### src/rtl/wpb_pkg.sv
package wpb_pkg;
  typedef enum logic [1:0] {
    WPB_NONE   = 2'd0,
    WPB_OFF    = 2'd1,
    WPB_RELOAD = 2'd2,
    WPB_KEEP   = 2'd3
  } wpb_mode_e;
endpackage

### src/rtl/wpb_strobe_sync.sv
module wpb_strobe_sync #(
  parameter int N = 3
) (
  input  logic         clk,
  input  logic         rst_n,
  input  logic [N-1:0] strb_n,
  output logic [N-1:0] fall
);
  logic [N-1:0] prev_q;

  for (genvar i = 0; i < N; i++) begin : g_strb
    always_ff @(posedge clk or negedge rst_n) begin
      if (!rst_n) prev_q[i] <= 1'b1;
      else        prev_q[i] <= strb_n[i];
    end
    assign fall[i] = prev_q[i] & ~strb_n[i];
  end
endmodule

### src/rtl/wpb_cycle_ctl.sv
module wpb_cycle_ctl
  import wpb_pkg::*;
(
  input  logic      clk,
  input  logic      rst_n,
  input  logic      ras_fall,
  input  logic      ras_n,
  input  logic      cas_n,
  input  logic      we_n,
  input  logic      dsf,
  output wpb_mode_e mode,
  output logic      data_take
);
  logic in_row_q;
  logic taken_q;

  always_comb begin
    if (!ras_fall)  mode = WPB_NONE;
    else if (we_n)  mode = WPB_OFF;
    else if (dsf)   mode = WPB_KEEP;
    else            mode = WPB_RELOAD;
  end

  assign data_take = in_row_q & ~taken_q & ~cas_n & ~we_n;

  always_ff @(posedge clk or negedge rst_n) begin
    if (!rst_n) begin
      in_row_q <= 1'b0;
      taken_q  <= 1'b0;
    end else begin
      if (ras_fall)   in_row_q <= 1'b1;
      else if (ras_n) in_row_q <= 1'b0;
      if (cas_n || ras_n) taken_q <= 1'b0;
      else if (data_take) taken_q <= 1'b1;
    end
  end
endmodule

### src/rtl/wpb_mask_reg.sv
module wpb_mask_reg
  import wpb_pkg::*;
#(
  parameter int LANES = 4
) (
  input  logic             clk,
  input  logic             rst_n,
  input  wpb_mode_e        mode,
  input  logic             ras_n,
  input  logic             mask_load,
  input  logic [LANES-1:0] dq,
  output logic [LANES-1:0] mask_q,
  output logic [LANES-1:0] wen_q
);
  localparam logic [LANES-1:0] ALL_ON = {LANES{1'b1}};

  always_ff @(posedge clk or negedge rst_n) begin
    if (!rst_n) begin
      mask_q <= ALL_ON;
      wen_q  <= ALL_ON;
    end else begin
      if (mode == WPB_RELOAD || mask_load) mask_q <= dq;
      if (ras_n) wen_q <= ALL_ON;
      else begin
        case (mode)
          WPB_OFF:    wen_q <= ALL_ON;
          WPB_RELOAD: wen_q <= dq;
          WPB_KEEP:   wen_q <= mask_q;
          default:    wen_q <= wen_q;
        endcase
      end
    end
  end
endmodule

### src/rtl/wpb_mask_unit.sv
module wpb_mask_unit
  import wpb_pkg::*;
#(
  parameter int LANES = 4
) (
  input  logic             clk,
  input  logic             rst_n,
  input  logic             ras_n,
  input  logic             cas_n,
  input  logic             we_n,
  input  logic             dsf,
  input  logic [LANES-1:0] dq,
  input  logic             mask_load,
  output logic [LANES-1:0] lane_wen,
  output logic             data_take
);
  localparam int NSTRB = 1;

  logic [NSTRB-1:0] falls;
  wpb_mode_e        mode;
  logic [LANES-1:0] mask_q;

  wpb_strobe_sync #(.N(NSTRB)) u_sync (
    .clk    (clk),
    .rst_n  (rst_n),
    .strb_n (ras_n),
    .fall   (falls)
  );

  wpb_cycle_ctl u_ctl (
    .clk       (clk),
    .rst_n     (rst_n),
    .ras_fall  (falls[0]),
    .ras_n     (ras_n),
    .cas_n     (cas_n),
    .we_n      (we_n),
    .dsf       (dsf),
    .mode      (mode),
    .data_take (data_take)
  );

  wpb_mask_reg #(.LANES(LANES)) u_mask (
    .clk       (clk),
    .rst_n     (rst_n),
    .mode      (mode),
    .ras_n     (ras_n),
    .mask_load (mask_load),
    .dq        (dq),
    .mask_q    (mask_q),
    .wen_q     (lane_wen)
  );
endmodule

### config.mk
export PLATFORM = sky130hd
export DESIGN_NAME = wpb_mask_unit
export DESIGN_NICKNAME = d
export VERILOG_FILES = /design/src/rtl/wpb_pkg.sv /design/src/rtl/wpb_strobe_sync.sv /design/src/rtl/wpb_cycle_ctl.sv /design/src/rtl/wpb_mask_reg.sv /design/src/rtl/wpb_mask_unit.sv
export SDC_FILE = /design/constraint.sdc
export NUM_CORES = 1
export LEC_CHECK = 0
export BUFFER_PORTS_ARGS = -buffer_cell sky130_fd_sc_hd__buf_2
export CAP_MARGIN = 10
export CELL_PAD_IN_SITES_DETAIL_PLACEMENT = 0
export CELL_PAD_IN_SITES_GLOBAL_PLACEMENT = 1
export CORE_MARGIN = 5
export CORE_UTILIZATION = 25
export CTS_BUF_LIST = sky130_fd_sc_hd__clkbuf_16
export CTS_CLUSTER_SIZE = 10
export DETAILED_ROUTE_END_ITERATION = 7
export PLACE_DENSITY_LB_ADDON = 0.08
export SETUP_SLACK_MARGIN = 0.5
export SKIP_LAST_GASP = 1
export SLEW_MARGIN = 10
export SYNTH_ARGS = -nofsm -noshare
export SYNTH_HDL_FRONTEND = slang
export SYNTH_SLANG_ARGS = --single-unit
### constraint.sdc
create_clock -name clk -period 2.6 [get_ports clk]
set_input_delay 0.26 -clock clk [delete_from_list [all_inputs] [get_ports clk]]
set_output_delay 0.26 -clock clk [all_outputs]
set_load 0.1 [all_outputs]
==> impl_metrics.toml <==
[run_status]
outcome = "completed"

[synthesis]
synth_top_area_cell = "dfstp_2"
syn_area_sq_um = 542
synth_area_leaders = "dfstp_2 44%, dfrtp_1 9.2%, nor4b_1 6.5%"
syn_avg_cell_area_sq_um = 12.6
yosysUniqueCellTypes = 20
synth_nets = 56
ys_seq_area_share_pct = 52.9
netlist.area_leader.share_pct = 43.6
synthCells = 43
synth.ff_latch_count = 11
yosys_warnings = 0

[die]
fp.dieW_microns = 56.6
dieArea_sq_um = 3200
rows = 16
start_util_pct = 26.8
core_sq_um = 2020
ios = 16
die_h_microns = 56.6

[power_and_ir_drop]
p_comb_share_pct = 15.2
ir_drop_v = 0.000319
cellPowerDensity_nw_per_um2 = 771
p_int_uw = 422
clkPwrFrac_pct = 49.1
p_sw_uw = 138
swShare_pct = 24.7
pwr-share-seq_pct = 35.7
leakagePower_uw = 0.000291

[setup_path]
path_class = "flop to flop"
worstSetupEndpointType = "flop"
critical_path.startpoint = "u_sync.prev_q$_DFF_PN1_"
crit_fanout = 6
worstPathRequired_ps = 2760
arrival_ps = 1980
start_kind = "flop"
rr_startpoint = "u_sync.prev_q$_DFF_PN1_"

[cells_and_area]
nFillCells = 223
ff_latch_area_sq_um = 287
area_delta_synth_final_pct = 33.9
final_layout_size_suffix_gt1_share_pct = 54.1
multi_input_area_sq_um = 238
fin_nets = 75
final_util_pct = 35.9
n_antenna_cell = 0

[drt]
wl_mm = 1.14
drt_iter0_markers = 10
firstDrtPassIters = 2
wire_per_inst_microns = 13.0
num_vias = 404
ant_nets = 0
routed_via_density = 4.59
drc_errors = 0

[clock_network]
cts_buffers = 3
cts_sinks = 11
htreeDepth = 1
clkTransAtPathRegs_ps = 40
clk_latency_ps = 240
cts_tree = "built"
clk_path_buf_depth = 2
cts_root_buf = "clkbuf_16"
postCtsResizedCells = 0

[hold_path]
hp-start = "cas_n"
hp-class = "input pin to flop"

[timing]
setup_tns_ps = 0
period_minus_slack_ps = 1820
finalClockSkew_ps = 4.21
finalSetupViolCount = 0
max_freq_mhz = 550
worst_slew_pin_slew_ps = 486
slew_headroom_pct = 67.8
finalCritPeriodShare_pct = 69.9
finalHoldViolCount = 0
rsz0062_at_grt = "false"
drv_slew = 0

[placement]
place.gp.congestion = 0.694
io_buffers = 15

[global_routing]
first_global_vias = 429
grt.total_usage_pct = 7.76
grt_max_degree = 12
grt_antenna_before_repair = 0
grt_pass1_wl_mm = 1.99
grt_overflow = 0

[flow_run]
drv_cap = 0
## state kept, by name (all words and copies together), names as in the netlist
name and count:
u_ctl.in_row_q 1, u_mask.mask_q 4, u_mask.wen_q 4, u_sync.prev_q 1, u_ctl.taken_q 1
## power groups by stage
| stage | logic (uW) | registers [uW] | clock network (uW) |
|---|---|---|---|
| final | 85.1 | 200 | 275 |
| after CTS | 86.3 | 200 | 283 |
| after global placement | 86.0 | 202 | 0 |
| after global routing | 91.3 | 202 | 295 |
| after floorplan | 33.0 | 232 | 0 |
| after detailed placement | 84.7 | 202 | 0 |
## layout make-up
type / count / area share (%)
clock inverters: 1 / 0.517
clock buffers: 3 / 10.3
multi-input cells: 29 / 32.8
flip-flops and latches: 11 / 39.5
repair buffers: 16 / 11.7
inverters: 1 / 0.517
well taps: 27 / 4.66
## placed cells by master, fill, tap and decap left out, drive strengths merged
cell type	instances
or3b	1
o21a	1
clkbuf	3
mux2	4
dlygate4sd3	1
a22oi	4
buf	15
nand2b	1
inv	2
a31oi	4
ha	2
nor4b	4
dfstp	9
a211oi	1
nor3	1
nor3b	1
nor2b	1
nor2	3
dfrtp	2
o21ai	1
## per-layer routing
metal  up-vias  GRT usage (%)  wire [microns]
met1       194           10.8             562
met2        11           10.9             501
li1        199              -               -
met3         0           3.21              80
met5         -              0               0
met4         0           2.03               0
## synthesized netlist by cell type
library cell,count
a211oi_1,1
a22oi_1,4
a31oi_1,4
buf_4,1
buf_6,1
dfrtp_1,2
dfstp_2,9
ha_1,2
inv_1,1
mux2_1,1
mux2_2,3
nand2b_1,1
nor2_1,3
nor2b_1,1
nor3_1,1
nor3b_2,1
nor4b_1,4
o21a_1,1
o21ai_0,1
or3b_4,1
## through the flow
| step | worst slack (ps) | instance area, sq um | std cells | hold WS (ps) | total power (uW) |
|---|---|---|---|---|---|
| 2_1_floorplan | 747 | 547 | 43 | -35.6 | 265 |
| 4_1_cts | 760 | 726 | 88 | 207 | 569 |
| 6_report | 781 | 726 | 88 | 210 | 560 |
| 3_5_place_dp | 790 | 637 | 83 | 148 | 287 |
| 5_1_grt | 581 | 726 | 88 | 215 | 588 |
| 3_3_place_gp | 772 | 637 | 83 | 149 | 288 |
## critical path, stage by stage, from the launching register on
cell and delay [ps]:
dfstp_2 520, nor3b_2 360, ha_1 260, or3b_4 420, a31oi_1 180
## what timing repair did
item,4_1_cts,5_1_grt
hold buffers,1,0
endpoints found under the hold margin,2,0
setup endpoints to repair,0,0
setup buffers,0,0
## path summary, 6_finish.rpt
path | to | cells after the start | slack, ps
setup / recovery | u_mask.wen_q[0]$_DFFE_PN1P_ | 4 | 780
hold / removal | u_ctl.taken_q$_DFFE_PN0P_ | 2 | 210
setup reg to reg | u_mask.wen_q[0]$_DFFE_PN1P_ | 4 | 780
hold reg to reg | u_ctl.in_row_q$_DFFE_PN0P_ | 2 | 490
max in group asynchronous | u_mask.wen_q[0]$_DFFE_PN1P_ | 2 | 1910
min in group asynchronous | u_ctl.in_row_q$_DFFE_PN0P_ | 2 | 420
## cell families after synthesis
family	after synthesis	share of synthesized area, %
adders and majority gates	2	4.62
muxes	4	8.31
buffers and inverters	3	4.16
DFF	11	52.9
and+or+nand+nor	12	16.2
AOI/OAI and AO/OA	11	13.9
(Power assumes the default switching activity.)
